===== src/rtl/zsd_pkg.sv =====
package zsd_pkg;

   // one recovered line symbol: a mark on either rail
   typedef struct packed {
      logic pos;
      logic neg;
   } rail_pair_t;

   // classification of an incoming symbol against the running line history
   typedef enum logic [1:0] {
      SYM_NONE = 2'd0,   // empty interval
      SYM_MARK = 2'd1,   // pulse obeying alternation
      SYM_VIOL = 2'd2,   // pulse repeating the previous polarity
      SYM_DUAL = 2'd3    // both rails at once
   } sym_kind_e;

endpackage


===== src/rtl/zsd_classify.sv =====
module zsd_classify
   import zsd_pkg::*;
#(
   parameter int LW   = 3,
   parameter int ZCAP = 5
) (
   input  logic            clk,
   input  logic            rst_n,
   input  logic            en_i,
   input  logic [LW-1:0]   len_i,
   input  rail_pair_t      sym_i,
   output logic            bit_o,
   output logic            flag_o,
   output logic            clr_o
);

   localparam logic [LW-1:0] ONE_V  = LW'(1);
   localparam logic [LW-1:0] TWO_V  = LW'(2);
   localparam logic [LW-1:0] CAP_V  = LW'(ZCAP);

   // running history of the line
   logic            seen_q;      // any pulse since reset
   logic            last_neg_q;  // polarity of the most recent pulse
   logic            last_b_q;    // most recent pulse was a valid mark
   logic            prev_b_q;    // the interval just before was a valid mark
   logic            v_seen_q;    // any violation since reset
   logic            v_neg_q;     // polarity of the most recent violation
   logic [LW-1:0]   zrun_q;      // empty intervals since the last pulse

   sym_kind_e kind;
   logic      fill_all, fill_lead, sub_hit, adj_viol, rep_pol, long_gap;

   always_comb begin
      kind = SYM_NONE;
      if (sym_i.pos && sym_i.neg) begin
         kind = SYM_DUAL;
      end else if (sym_i.pos || sym_i.neg) begin
         kind = (seen_q && (sym_i.neg == last_neg_q)) ? SYM_VIOL : SYM_MARK;
      end
      // substitution shapes: zeros then V, or B, zeros, V
      fill_all  = (zrun_q == (len_i - ONE_V));
      fill_lead = (zrun_q == (len_i - TWO_V)) && last_b_q;
      sub_hit   = (kind == SYM_VIOL) && (fill_all || fill_lead);
      adj_viol  = (kind == SYM_VIOL) && (zrun_q == '0) && prev_b_q;
      rep_pol   = (kind == SYM_VIOL) && v_seen_q && (sym_i.neg == v_neg_q);
      long_gap  = (kind == SYM_NONE) && (zrun_q >= len_i);

      bit_o  = en_i && (kind != SYM_NONE);
      flag_o = en_i && ((kind == SYM_DUAL) || adj_viol || rep_pol || long_gap);
      clr_o  = en_i && sub_hit;
   end

   always_ff @(posedge clk or negedge rst_n) begin
      if (!rst_n) begin
         seen_q     <= 1'b0;
         last_neg_q <= 1'b0;
         last_b_q   <= 1'b0;
         prev_b_q   <= 1'b0;
         v_seen_q   <= 1'b0;
         v_neg_q    <= 1'b0;
         zrun_q     <= '0;
      end else if (!en_i) begin
         seen_q     <= 1'b0;
         last_neg_q <= 1'b0;
         last_b_q   <= 1'b0;
         prev_b_q   <= 1'b0;
         v_seen_q   <= 1'b0;
         v_neg_q    <= 1'b0;
         zrun_q     <= '0;
      end else begin
         unique case (kind)
            SYM_NONE: begin
               zrun_q   <= (zrun_q == CAP_V) ? zrun_q : zrun_q + ONE_V;
               prev_b_q <= 1'b0;
            end
            SYM_DUAL: begin
               zrun_q   <= '0;
               prev_b_q <= 1'b0;
               last_b_q <= 1'b0;
            end
            SYM_MARK: begin
               seen_q     <= 1'b1;
               last_neg_q <= sym_i.neg;
               last_b_q   <= 1'b1;
               prev_b_q   <= 1'b1;
               zrun_q     <= '0;
            end
            SYM_VIOL: begin
               last_b_q <= 1'b0;
               prev_b_q <= 1'b0;
               v_seen_q <= 1'b1;
               v_neg_q  <= sym_i.neg;
               zrun_q   <= '0;
            end
            default: begin
               zrun_q <= '0;
            end
         endcase
      end
   end

   // a pulse of any kind ends the empty run that the gap check counts
   p_gap_restart_r10: assert property (@(posedge clk) disable iff (!rst_n)
      $past(rst_n) && $past(sym_i.pos || sym_i.neg) |-> (zrun_q == '0));

endmodule


===== src/rtl/zsd_align_pipe.sv =====
module zsd_align_pipe #(
   parameter int DEPTH = 4,
   parameter int LW    = 3
) (
   input  logic            clk,
   input  logic            rst_n,
   input  logic [LW-1:0]   len_i,
   input  logic            bit_i,
   input  logic            flag_i,
   input  logic            clr_i,
   output logic            bit_o,
   output logic            flag_o
);

   logic [DEPTH-1:0] data_q;
   logic [DEPTH-1:0] flag_q;
   logic [DEPTH-1:0] grp_mask;

   // stages that hold one substitution group once the current symbol lands
   always_comb begin
      for (int j = 0; j < DEPTH; j++) begin
         grp_mask[j] = (j < int'(len_i));
      end
   end

   for (genvar j = 0; j < DEPTH; j++) begin : g_stage
      if (j == 0) begin : g_head
         always_ff @(posedge clk or negedge rst_n) begin
            if (!rst_n) begin
               data_q[0] <= 1'b0;
               flag_q[0] <= 1'b0;
            end else begin
               data_q[0] <= bit_i && !clr_i;
               flag_q[0] <= flag_i;
            end
         end
      end else begin : g_body
         always_ff @(posedge clk or negedge rst_n) begin
            if (!rst_n) begin
               data_q[j] <= 1'b0;
               flag_q[j] <= 1'b0;
            end else begin
               data_q[j] <= data_q[j-1] && !(clr_i && grp_mask[j]);
               flag_q[j] <= flag_q[j-1];
            end
         end
      end
   end

   // output tap sits at the last stage of the active group length
   always_comb begin
      bit_o  = 1'b0;
      flag_o = 1'b0;
      for (int j = 0; j < DEPTH; j++) begin
         if (j == int'(len_i) - 1) begin
            bit_o  = data_q[j];
            flag_o = flag_q[j];
         end
      end
   end

   // a recognised substitution leaves its whole group at zero
   p_group_zeroed_r5: assert property (@(posedge clk) disable iff (!rst_n)
      $past(rst_n) && $past(clr_i) |-> ((data_q & $past(grp_mask)) == '0));

endmodule


===== src/rtl/zsd_bypass.sv =====
module zsd_bypass
   import zsd_pkg::*;
(
   input  logic       clk,
   input  logic       rst_n,
   input  logic       en_i,
   input  rail_pair_t rails_i,
   output rail_pair_t rails_o
);

   rail_pair_t rails_q;

   always_ff @(posedge clk or negedge rst_n) begin
      if (!rst_n) begin
         rails_q <= '0;
      end else begin
         rails_q <= en_i ? rails_i : '0;
      end
   end

   assign rails_o = rails_q;

   // pass-through mode echoes the rails one interval later
   p_bypass_echo_r2: assert property (@(posedge clk) disable iff (!rst_n)
      $past(rst_n) && $past(en_i) |-> (rails_o == $past(rails_i)));

endmodule


===== src/rtl/zsub_line_decoder.sv =====
module zsub_line_decoder
   import zsd_pkg::*;
#(
   parameter int B3ZS_LEN = 3,
   parameter int HDB3_LEN = 4
) (
   input  logic clk,
   input  logic rst_n,
   input  logic fmt_bipolar_i,
   input  logic code_hdb3_i,
   input  logic rail_pos_i,
   input  logic rail_neg_i,
   output logic rail_pos_o,
   output logic rail_neg_o,
   output logic nrz_o,
   output logic cv_o
);

   localparam int DEPTH = HDB3_LEN;
   localparam int ZCAP  = HDB3_LEN + 1;
   localparam int LW    = $clog2(ZCAP + 1);

   // elaboration-time parameter checks
   if (B3ZS_LEN < 3) begin : g_bad_short
      $error("zsub_line_decoder: B3ZS_LEN must be at least 3");
   end
   if (HDB3_LEN < B3ZS_LEN) begin : g_bad_order
      $error("zsub_line_decoder: HDB3_LEN must not be below B3ZS_LEN");
   end

   rail_pair_t      sym_in;
   rail_pair_t      sym_out;
   logic [LW-1:0]   code_len;
   logic            dec_en;
   logic            cls_bit, cls_flag, cls_clr;
   logic            tap_bit, tap_flag;
   logic            nrz_q, cv_q;

   assign sym_in   = '{pos: rail_pos_i, neg: rail_neg_i};
   assign code_len = code_hdb3_i ? LW'(HDB3_LEN) : LW'(B3ZS_LEN);
   assign dec_en   = !fmt_bipolar_i;

   zsd_bypass u_bypass (
      .clk     (clk),
      .rst_n   (rst_n),
      .en_i    (fmt_bipolar_i),
      .rails_i (sym_in),
      .rails_o (sym_out)
   );

   zsd_classify #(.LW(LW), .ZCAP(ZCAP)) u_class (
      .clk     (clk),
      .rst_n   (rst_n),
      .en_i    (dec_en),
      .len_i   (code_len),
      .sym_i   (sym_in),
      .bit_o   (cls_bit),
      .flag_o  (cls_flag),
      .clr_o   (cls_clr)
   );

   zsd_align_pipe #(.DEPTH(DEPTH), .LW(LW)) u_pipe (
      .clk     (clk),
      .rst_n   (rst_n),
      .len_i   (code_len),
      .bit_i   (cls_bit),
      .flag_i  (cls_flag),
      .clr_i   (cls_clr),
      .bit_o   (tap_bit),
      .flag_o  (tap_flag)
   );

   always_ff @(posedge clk or negedge rst_n) begin
      if (!rst_n) begin
         nrz_q <= 1'b0;
         cv_q  <= 1'b0;
      end else begin
         nrz_q <= dec_en && tap_bit;
         cv_q  <= dec_en && tap_flag;
      end
   end

   assign rail_pos_o = sym_out.pos;
   assign rail_neg_o = sym_out.neg;
   assign nrz_o      = nrz_q;
   assign cv_o       = cv_q;

   // pass-through mode never reports decoded data or violations
   p_bip_quiet_r3: assert property (@(posedge clk) disable iff (!rst_n)
      $past(fmt_bipolar_i) |-> (!nrz_o && !cv_o));

   // decode mode leaves the rail outputs idle
   p_nrz_rails_idle_r4: assert property (@(posedge clk) disable iff (!rst_n)
      $past(rst_n) && $past(!fmt_bipolar_i) |-> (!rail_pos_o && !rail_neg_o));

   // a dual-rail symbol emerges as a flagged 1 after the three-zero latency
   p_dual_flag_r9: assert property (@(posedge clk) disable iff (!rst_n)
      $past(rail_pos_i && rail_neg_i && !fmt_bipolar_i && !code_hdb3_i, 4)
      && $past(rst_n, 1) && $past(rst_n, 2) && $past(rst_n, 3) && $past(rst_n, 4)
      && $past(!code_hdb3_i, 1) && $past(!code_hdb3_i, 2) && $past(!code_hdb3_i, 3)
      && $past(!fmt_bipolar_i)
      |-> (nrz_o && cv_o));

endmodule


===== config.mk =====
export PLATFORM = sky130hd
export DESIGN_NAME = zsub_line_decoder
export DESIGN_NICKNAME = d
export VERILOG_FILES = /design/src/rtl/zsd_pkg.sv /design/src/rtl/zsd_classify.sv /design/src/rtl/zsd_align_pipe.sv /design/src/rtl/zsd_bypass.sv /design/src/rtl/zsub_line_decoder.sv
export SDC_FILE = /design/constraint.sdc
export NUM_CORES = 1
export LEC_CHECK = 0
export ABC_CLOCK_PERIOD_IN_PS = 1700
export BUFFER_PORTS_ARGS = -buffer_cell sky130_fd_sc_hd__buf_2
export CORE_MARGIN = 4
export CORE_UTILIZATION = 51
export DETAILED_ROUTE_END_ITERATION = 8
export GPL_TIMING_DRIVEN = 0
export PLACE_DENSITY_LB_ADDON = 0.12
export SKIP_CTS_REPAIR_TIMING = 1
export SLEW_MARGIN = 20
export SYNTH_ARGS = -nofsm -noshare
export SYNTH_HDL_FRONTEND = slang
export SYNTH_SLANG_ARGS = --single-unit

===== constraint.sdc =====
create_clock -name clk -period 1.7 [get_ports clk]
set_input_delay 0.085 -clock clk [delete_from_list [all_inputs] [get_ports clk]]
set_output_delay 0.085 -clock clk [all_outputs]
set_load 0.02 [all_outputs]

==> results by group, run 1 <==
Final layout
  • Reg area: 525.5 µm²
  • Final Core Density: 61.70%
  • Area of the multi-input gates: 405.4 µm²
  • Cell area after layout: 1089 µm²
  • Fillers: 170
  • Area Overhead vs Synth: 11.11%
  • ANT cells: 0
  • Layout Nets: 117
  • Proportion of layout cells with a drive suffix above 1: 17.31%

Clock tree
  • Reg clk slew, reported paths: 0.12 ns
  • Clk_lat worst skew: 0.29 ns
  • Clock sink count: 21
  • H-tree Lvls: 1
  • CTS Buffer Depth: 2
  • CTS buffer count: 3
  • TritonCTS clock tree: built
  • Root Buffer: clkbuf_4

Floorplanning
  • Die X: 51.83 µm
  • Number of top-level pins: 10
  • Die height: 51.83 µm
  • Core Area: 1764 µm²
  • Initial core utilization: 55.53%
  • FP Rows: 15
  • Die area: 2686 µm²

STA
  • Setup-failing EPs final: 0
  • Fin Clk Skew: 0.007519 ns
  • Max-slew headroom: 70.15%
  • Unrepaired setup endpoints after global routing: no
  • Fin. max-slew vios: 0
  • Final Hold Fails: 0
  • Final worst slack: 0.2786 ns
  • Max Fclk: 0.7035 GHz
  • Tcrit/Tclk final: 83.61%
  • Worst-margin pin slew: 0.4478 ns
  • Hold slack: 0.01722 ns
  • Post-route setup TNS: 0 ns
  • Final Critical Period: 1.421 ns

Setup path
  • Required time worst endpoint: 1.88 ns
  • CP bufs+invs: 0
  • Crit start category: register
  • CP max stage delay: 0.45 ns
  • CP endpoint kind: register
  • Setup CP Type: register to register
  • Crit-path slowest cell: dfrtp_1
  • Worst Path Arrival: 1.60 ns
  • Top delay family on crit path: flip-flops
  • CP max FO: 5
  • R2r setup slk: 0.28 ns
  • Critical-path cell list: ha_1, nor2_1, a32oi_1, nor3_2, nor2b_1

Placed design
  • Port-buffer cells: 8
  • Placer Congestion: 0.7108
  • Dpl ws: 0.2802 ns
  • Post-DP HPWL: 1158 µm
  • Dpl cell area: 1051 µm²

Synthesis
  • Mapped Cells: 91
  • Distinct cells, synth: 28
  • Sequential-to-total area share from yosys stat: 53.64%
  • Syn Nets: 103
  • Post-synthesis cell area: 979.7 µm²
  • Number of synthesized flops with an enable pin: 0
  • Avg Cell Area, Syn: 10.77 µm²
  • Asr flop ratio synth: 100.0%
  • Yosys reg bits: 21
  • Top FF cell, synth: dfrtp_1
  • Syn. warnings: 0

Global route
  • Number of global-route vias before repair: 649
  • Total global routing overflow: 0
  • First-pass GRT wire length: 2829 µm
  • Initial antenna violation count: 0
  • Largest net degree at the start of global routing: 22
  • All-Layer GR Usage: 13.81%

Power and ir drop
  • P_leak: 0.5210 nW
  • Power Density: 807.5 nW/µm²
  • Switching power: 0.2193 mW
  • Flop pwr share: 61.7%
  • VDD IR max: 0.0006205 V
  • Clock share of power: 26.0%
  • Sw Share: 24.95%
  • Internal Pwr Total: 0.6596 mW
  • Gate power share: 12.3%

Route
  • Post-DRT Antenna Nets: 0
  • Pre-antenna DRT Iters: 3
  • Drt first-iter violations: 5
  • WL per Instance: 11.82 µm
  • Residual DRC: 0
  • Routed vias/inst: 5.147
  • Routed WL: 1525 µm
  • DR vias: 664

Min path
  • HP Class: input pin to register

Run status
  • Outcome: finished clean

Flow run
  • Max Cap Viol: 0
sequential cells by signal, indices dropped and copies added (netlist names):
signal / flops
cv_o: 1
u_class.v_seen_q: 1
u_class.prev_b_q: 1
u_pipe.flag_q: 4
u_class.last_neg_q: 1
u_bypass.rails_o: 2
u_class.zrun_q: 3
u_class.last_b_q: 1
u_pipe.data_q: 4
u_class.seen_q: 1
u_class.v_neg_q: 1
nrz_o: 1
through the flow:
stage,cells,total power [mW]
detailed placement,124,0.6614
finish,129,0.8789
CTS,128,0.8904
floorplan,91,0.6226
global placement,124,0.6568
global route,129,0.9360
cell type report:
| type | instances | share of cell area [%] |
|---|---|---|
| buffer | 3 | 2.069 |
| sequential | 21 | 48.28 |
| clock buffer | 3 | 2.069 |
| timing repair buffer | 9 | 4.598 |
| multi-input combinational | 60 | 37.24 |
| inverter | 7 | 2.414 |
| clock inverter | 1 | 0.4598 |
| tap | 25 | 2.874 |
cell usage after synthesis (2+ instances only):
library cell  count  area (µm²)
a21oi_1           7       35.03
a2bb2oi_1         2       17.52
and2_1            2       12.51
dfrtp_1          21       525.5
ha_1              6       75.07
inv_1             7       26.28
mux2i_1           2       20.02
nand2_1           8       30.03
nor2_1           11       41.29
nor2b_1           3       18.77
nor3_1            2       10.01
o21ai_0           2       10.01
xnor2_1           3       26.28
worst register-to-register path, cell delays in order (launching register included):
cell and delay (ns):
dfrtp_1 0.45, ha_1 0.30, nor2_1 0.11, a32oi_1 0.14, nor3_2 0.23, nor2b_1 0.08
routing by layer:
metal / up-vias / wire length, µm / GRT usage [%]
li1: 332 / - / -
met1: 318 / 718 / 18.92
met2: 12 / 743 / 22.80
met3: 2 / 51 / 2.579
met4: 0 / 11 / 2.620
met5: - / 0 / 0
power groups by stage:
stage	Clock (mW)	Sequential [mW]	Combinational (mW)
finish	0.228	0.542	0.108
global route	0.267	0.546	0.123
CTS	0.238	0.543	0.109
detailed placement	0	0.552	0.109
global placement	0	0.551	0.105
floorplan	0	0.555	0.0671
kinds of logic after synthesis:
family / after synthesis / share of synthesized area, %
buffers and inverters: 10 / 4.981
adders and majority gates: 6 / 7.663
AOI/OAI and AO/OA: 17 / 12.77
and+or+nand+nor: 31 / 15.33
DFF: 21 / 53.64
muxes: 2 / 2.044
xor gates and xnor gates: 4 / 3.577
cells in the final DEF (no fill, tap or decap), drive strengths merged:
cell type	netlist	final
a31oi	2	2
dfrtp	21	21
nand2	8	8
nor2b	3	3
nand3	1	1
xnor2	3	3
nor3	3	3
a211oi	1	1
nor2	12	12
mux2i	2	2
clkbuf	1	4
a32oi	1	1
inv	7	7
o21ai	2	2
buf	2	10
or3	1	1
o21bai	1	1
ha	6	6
dlygate4sd3	0	1
a21boi	1	1
a21oi	7	7
and4b	1	1
a2bb2oi	2	2
xor2	1	1
and2	2	2
clkinv	0	1
final timing paths:
kind	startpoint	to	cells past startpoint
worst min-delay path	fmt_bipolar_i	u_class.prev_b_q	2
max in group asynchronous	rst_n	u_bypass.rails_o[1]	2
min in group asynchronous	rst_n	nrz_o	2
worst max-delay path	u_class.zrun_q[1]	u_pipe.data_q[1]	5
worst max register to register	u_class.zrun_q[1]	u_pipe.data_q[1]	5
worst min register to register	u_pipe.flag_q[0]	u_pipe.flag_q[1]	0
Note: power is estimated with default switching activity, not from simulation.
==> run 2, diff against run 1 <==
ABC_CLOCK_PERIOD_IN_PS = 1200   (was 1700)
CORE_UTILIZATION = 50   (was 51)
clock period = 1.2 ns   (was 1.7 ns; I/O delays follow)
==> results by group, run 2 (synthesized netlist as in run 1, its figures left out) <==
Final layout
  • Layout Nets: 120 (+2.6%)
  • Most frequent cells in the layout: dfrtp_1 (18), nor2_1 (9), nand2_1 (8), buf_2 (8), a21oi_1 (7)
  • Commonest non-fill, non-tap cell in the layout: dfrtp_1
  • Fillers: 141 (-17%)
  • Proportion of layout cells with a drive suffix above 1: 29.91% (+13 points)
  • ANT cells: 0 (unchanged)
  • Final Core Density: 67.16% (+5.5 points)
  • Cell area after layout: 1197 µm² (+10%)
  • Largest regs: u_pipe.data_q: 4 flops, u_pipe.flag_q: 4 flops, u_class.zrun_q: 3 flops
  • Area Overhead vs Synth: 22.22%

Setup path
  • Reg2Reg Depth: 7 (+2)
  • CP max FO: 4 (-1)
  • CP endpoint kind: register
  • Setup CP Type: register to register
  • Crit start category: register
  • Worst Path Arrival: 1.58 ns (-0.02 ns)
  • Required time worst endpoint: 1.38 ns (-0.50 ns)

Clock tree
  • CTS Buffer Depth: 2 (unchanged)
  • Reg clk slew, reported paths: 0.12 ns (about the same)
  • H-tree Lvls: 1 (unchanged)
  • TritonCTS clock tree: built
  • CTS buffer count: 3 (unchanged)
  • Clock sink count: 21 (unchanged)
  • Clk_lat worst skew: 0.30 ns (about the same)
  • Root Buffer: clkbuf_4

STA
  • Final Hold Fails: 0 (unchanged)
  • Max-slew headroom: 68.84% (-1.3 points)
  • Post-route setup TNS: -0.9234 ns (-0.9234 ns)
  • Fin. max-slew vios: 0 (unchanged)
  • Fin Clk Skew: 0.0008665 ns (-0.006652 ns)
  • Final worst slack: -0.1930 ns (-0.4715 ns)
  • Max Fclk: 0.7179 GHz (+2.0%)
  • Hold slack: 0.02244 ns (+0.005226 ns)
  • Worst-margin pin slew: 0.4674 ns (+0.01957 ns)
  • Setup-failing EPs final: 5 (+5)
  • Tcrit/Tclk final: 116.1% (+32 points)
  • Final Critical Period: 1.393 ns (-0.02845 ns)
  • Unrepaired setup endpoints after global routing: yes

Route
  • Drt first-iter violations: 7 (+2)
  • Routed WL: 1683 µm (+10%)
  • Residual DRC: 0 (unchanged)
  • DR vias: 679 (+2.3%)
  • Post-DRT Antenna Nets: 0 (unchanged)
  • Routed vias/inst: 5.144 (about the same)
  • WL per Instance: 12.75 µm (+7.9%)
  • Pre-antenna DRT Iters: 3 (unchanged)

Floorplanning
  • Initial core utilization: 54.95% (-0.58 points)
  • Die X: 52.27 µm (+0.84%)
  • Core Area: 1783 µm² (+1.1%)
  • FP Rows: 15 (unchanged)
  • Die area: 2732 µm² (+1.7%)
  • Number of top-level pins: 10 (unchanged)
  • Die height: 52.27 µm (+0.84%)

Power and ir drop
  • Gate power share: 14.3% (+2.0 points)
  • Clock share of power: 26.5% (+0.5 points)
  • Tot Pwr: 1.304 mW (+48%)
  • Power Density: 1089 nW/µm² (+35%)
  • P_leak: 0.5468 nW (+5.0%)
  • Internal Pwr Total: 0.9533 mW (+45%)
  • Switching power: 0.3503 mW (+60%)
  • VDD IR max: 0.0007411 V (+19%)
  • Sw Share: 26.87% (+1.9 points)
  • Flop pwr share: 59.2% (-2.5 points)

Global route
  • First-pass GRT wire length: 2739 µm (-3.2%)
  • Number of global-route vias before repair: 641 (-1.2%)
  • All-Layer GR Usage: 13.55% (-0.26 points)
  • Total global routing overflow: 0 (unchanged)
  • Initial antenna violation count: 0 (unchanged)
  • Largest net degree at the start of global routing: 22 (unchanged)

Min path
  • Hold path cells: 2 (unchanged)
  • HP Class: input pin to register

Placed design
  • Placer Congestion: 0.6822 (-4.0%)
  • Dpl cell area: 1064 µm² (+1.2%)
  • Post-DP HPWL: 1149 µm (-0.73%)
  • Port-buffer cells: 8 (unchanged)

Run status
  • Outcome: complete, but fails checks
  • Failing checks: setup timing

Flow run
  • Max Cap Viol: 0 (unchanged)
run 2: power by group through the flow:
stage	logic [mW]	registers, mW	clock network [mW]
5_1_grt	0.209	0.776	0.367
3_5_place_dp	0.158	0.783	0
4_1_cts	0.159	0.769	0.349
6_report	0.187	0.771	0.345
2_1_floorplan	0.0985	0.787	0
3_3_place_gp	0.153	0.781	0
run 2: critical path: stages (launching register included):
cell and delay (ns):
dfrtp_2 0.40, buf_4 0.16, inv_4 0.05, ha_1 0.17
nand2_1 0.08, a2bb2oi_1 0.16, a2bb2oi_1 0.17, a21oi_1 0.09
run 2: cell type report:
type | count | area [µm²] | area share (%)
Sequential cell | 21 | 529.3 | 44.20
Multi-Input combinational cell | 60 | 483.0 | 40.33
Timing Repair Buffer | 12 | 75.07 | 6.270
Tap cell | 25 | 31.28 | 2.612
Inverter | 7 | 28.78 | 2.403
Clock buffer | 3 | 22.52 | 1.881
Buffer | 3 | 22.52 | 1.881
Clock inverter | 1 | 5.005 | 0.4180
run 2: routing by layer:
layer | part of all wire (%) | track usage (%)
met1 | 48 | 16.04
met2 | 47 | 24.06
met3 | 3.5 | 3.419
met4 | 1.4 | 3.830
met5 | 0 | 0
run 2: final timing paths:
path	start	endpoint	slack (ns)
min in group asynchronous	rst_n	u_pipe.data_q[3]	0.22
max in group asynchronous	rst_n	u_class.seen_q	0.63
max reg2reg	u_class.zrun_q[1]	u_pipe.flag_q[0]	-0.19
min	code_hdb3_i	u_pipe.data_q[3]	0.02
max	u_class.zrun_q[1]	u_pipe.flag_q[0]	-0.19
min reg2reg	u_pipe.flag_q[1]	u_pipe.flag_q[2]	0.37
run 2: per-stage QoR:
step / worst slack [ns] / std cells
6_report: -0.1930 / 132
5_1_grt: -0.2599 / 132
4_1_cts: -0.2539 / 128
3_5_place_dp: -0.2343 / 124
3_3_place_gp: -0.2279 / 124
2_1_floorplan: -0.09030 / 91
==> run 3, diff against run 2 <==
BUFFER_PORTS_ARGS = default   (was -buffer_cell sky130_fd_sc_hd__buf_2)
CORE_UTILIZATION = 51   (was 50)
DONT_BUFFER_PORTS = 1   (was default)
==> results by group, run 3 (synthesized netlist as in run 1, its figures left out) <==
Setup path
  • CP endpoint kind: register
  • Crit start category: register
  • Required time worst endpoint: 1.40 ns (+0.02 ns)
  • Worst Path Arrival: 1.64 ns (+0.06 ns)
  • CP max FO: 4 (unchanged)
  • Setup CP Type: register to register

Final layout
  • Largest regs: u_pipe.data_q: 4 flops, u_pipe.flag_q: 4 flops, u_class.zrun_q: 3 flops
  • Cell area after layout: 1236 µm² (+3.2%)
  • Reg area: 530.5 µm² (+0.24%)
  • Commonest non-fill, non-tap cell in the layout: dfrtp_1
  • Fillers: 143 (+1.4%)
  • Area Overhead vs Synth: 26.18%
  • ANT cells: 0 (unchanged)
  • Layout Nets: 118 (-1.7%)
  • Most frequent cells in the layout: dfrtp_1 (17), nor2_1 (9), buf_4 (7), nand2_1 (7), a21oi_1 (6)
  • Non-filler cells, final: 130 (-1.5%)
  • Area of the multi-input gates: 513.0 µm² (+6.2%)
  • Proportion of layout cells with a drive suffix above 1: 32.38% (+2.5 points)

Min path
  • HP Class: input pin to register

Global route
  • Initial antenna violation count: 0 (unchanged)
  • All-Layer GR Usage: 14.49% (+0.94 points)
  • Largest net degree at the start of global routing: 22 (unchanged)
  • Number of global-route vias before repair: 615 (-4.1%)
  • Total global routing overflow: 0 (unchanged)
  • First-pass GRT wire length: 2801 µm (+2.3%)

Route
  • WL per Instance: 15.13 µm (+19%)
  • DR vias: 666 (-1.9%)
  • Drt first-iter violations: 5 (-2)
  • Routed WL: 1967 µm (+17%)
  • Routed vias/inst: 5.123 (-0.41%)
  • Residual DRC: 0 (unchanged)
  • Post-DRT Antenna Nets: 0 (unchanged)
  • Pre-antenna DRT Iters: 4 (+1)

STA
  • Unrepaired setup endpoints after global routing: yes
  • Final Critical Period: 1.436 ns (+0.04323 ns)
  • Final worst slack: -0.2362 ns (-0.04323 ns)
  • Final Hold Fails: 0 (unchanged)
  • Max Fclk: 0.6963 GHz (-3.0%)
  • Worst-margin pin slew: 0.9334 ns (+0.4661 ns)
  • Fin Clk Skew: 0.004782 ns (+0.003915 ns)
  • Post-route setup TNS: -1.131 ns (-0.2080 ns)
  • Tcrit/Tclk final: 119.7% (+3.6 points)
  • Max-slew headroom: 37.57% (-31 points)
  • Setup-failing EPs final: 7 (+2)
  • Fin. max-slew vios: 0 (unchanged)

Floorplanning
  • FP Rows: 15 (unchanged)
  • Number of top-level pins: 10 (unchanged)
  • Die X: 51.83 µm (-0.83%)
  • Die height: 51.83 µm (-0.83%)
  • Initial core utilization: 55.53% (+0.58 points)
  • Core Area: 1764 µm² (-1.1%)
  • Die area: 2686 µm² (-1.7%)

Flow run
  • Max Cap Viol: 0 (unchanged)

Clock tree
  • TritonCTS clock tree: built
  • CTS Buffer Depth: 2 (unchanged)
  • Root Buffer: clkbuf_4
  • CTS buffer count: 3 (unchanged)
  • Clock sink count: 21 (unchanged)
  • Reg clk slew, reported paths: 0.11 ns (about the same)
  • Clk_lat worst skew: 0.31 ns (about the same)
  • H-tree Lvls: 1 (unchanged)

Run status
  • Outcome: complete, but fails checks
  • Failing checks: setup timing

Placed design
  • Placed cells: 116 (-6.5%)
  • Post-DP HPWL: 1163 µm (+1.2%)
  • Dpl ws: -0.2774 ns (-0.04309 ns)
  • Placer Congestion: 0.7438 (+9.0%)
  • Port-buffer cells: 0 (-8)
  • Dpl cell area: 1023 µm² (-3.8%)

Power and ir drop
  • Tot Pwr: 1.312 mW (+0.68%)
  • Power Density: 1062 nW/µm² (-2.5%)
  • P_leak: 0.5356 nW (-2.1%)
  • VDD IR max: 0.0008444 V (+14%)
-- run 3: layout make-up --
| type | count | area share (%) |
|---|---|---|
| Sequential cell | 21 | 42.91 |
| Multi-Input combinational cell | 60 | 41.50 |
| Timing Repair Buffer | 10 | 6.984 |
| Tap cell | 25 | 2.530 |
| Clock buffer | 4 | 2.125 |
| Inverter | 7 | 2.125 |
| Buffer | 3 | 1.822 |
-- run 3: metal layers --
layer  routed length, µm  track usage (%)
met5                   0                0
met4                  17            3.930
met3                  87            5.158
met2                 961            22.80
met1                 900            18.77
-- run 3: power breakdown --
part | internal (mW) | switching (mW)
Combinational | 0.0862 | 0.0970
Sequential | 0.747 | 0.0368
Clock | 0.130 | 0.215
-- run 3: worst paths after layout --
kind,startpoint,endpoint,slack (ns),cells after the start
min reg2reg,u_pipe.flag_q[0],u_pipe.flag_q[1],0.37,0
max reg2reg,u_class.zrun_q[0],u_pipe.data_q[1],-0.24,5
min,rail_pos_i,u_bypass.rails_o[1],0.04,2
min in group asynchronous,rst_n,u_pipe.data_q[0],0.32,1
max,u_class.zrun_q[0],u_pipe.data_q[1],-0.24,5
max in group asynchronous,rst_n,u_class.zrun_q[1],0.25,1
-- run 3: worst max-delay path: stages (launching register included) --
cell     delay [ns]
dfrtp_1        0.46
inv_2          0.09
ha_4           0.31
a32oi_4        0.13
nor3_4         0.26
nor2b_1        0.08
-- run 3: stage by stage --
| stage | utilization [%] | hold slack, ns |
|---|---|---|
| final | 70.07 | 0.03860 |
| after global routing | 70.07 | 0.03169 |
| after CTS | 59.50 | -0.5736 |
| after detailed placement | 58.01 | -0.2351 |
| after global placement | 58.01 | -0.2351 |
| after floorplan | - | -0.2356 |
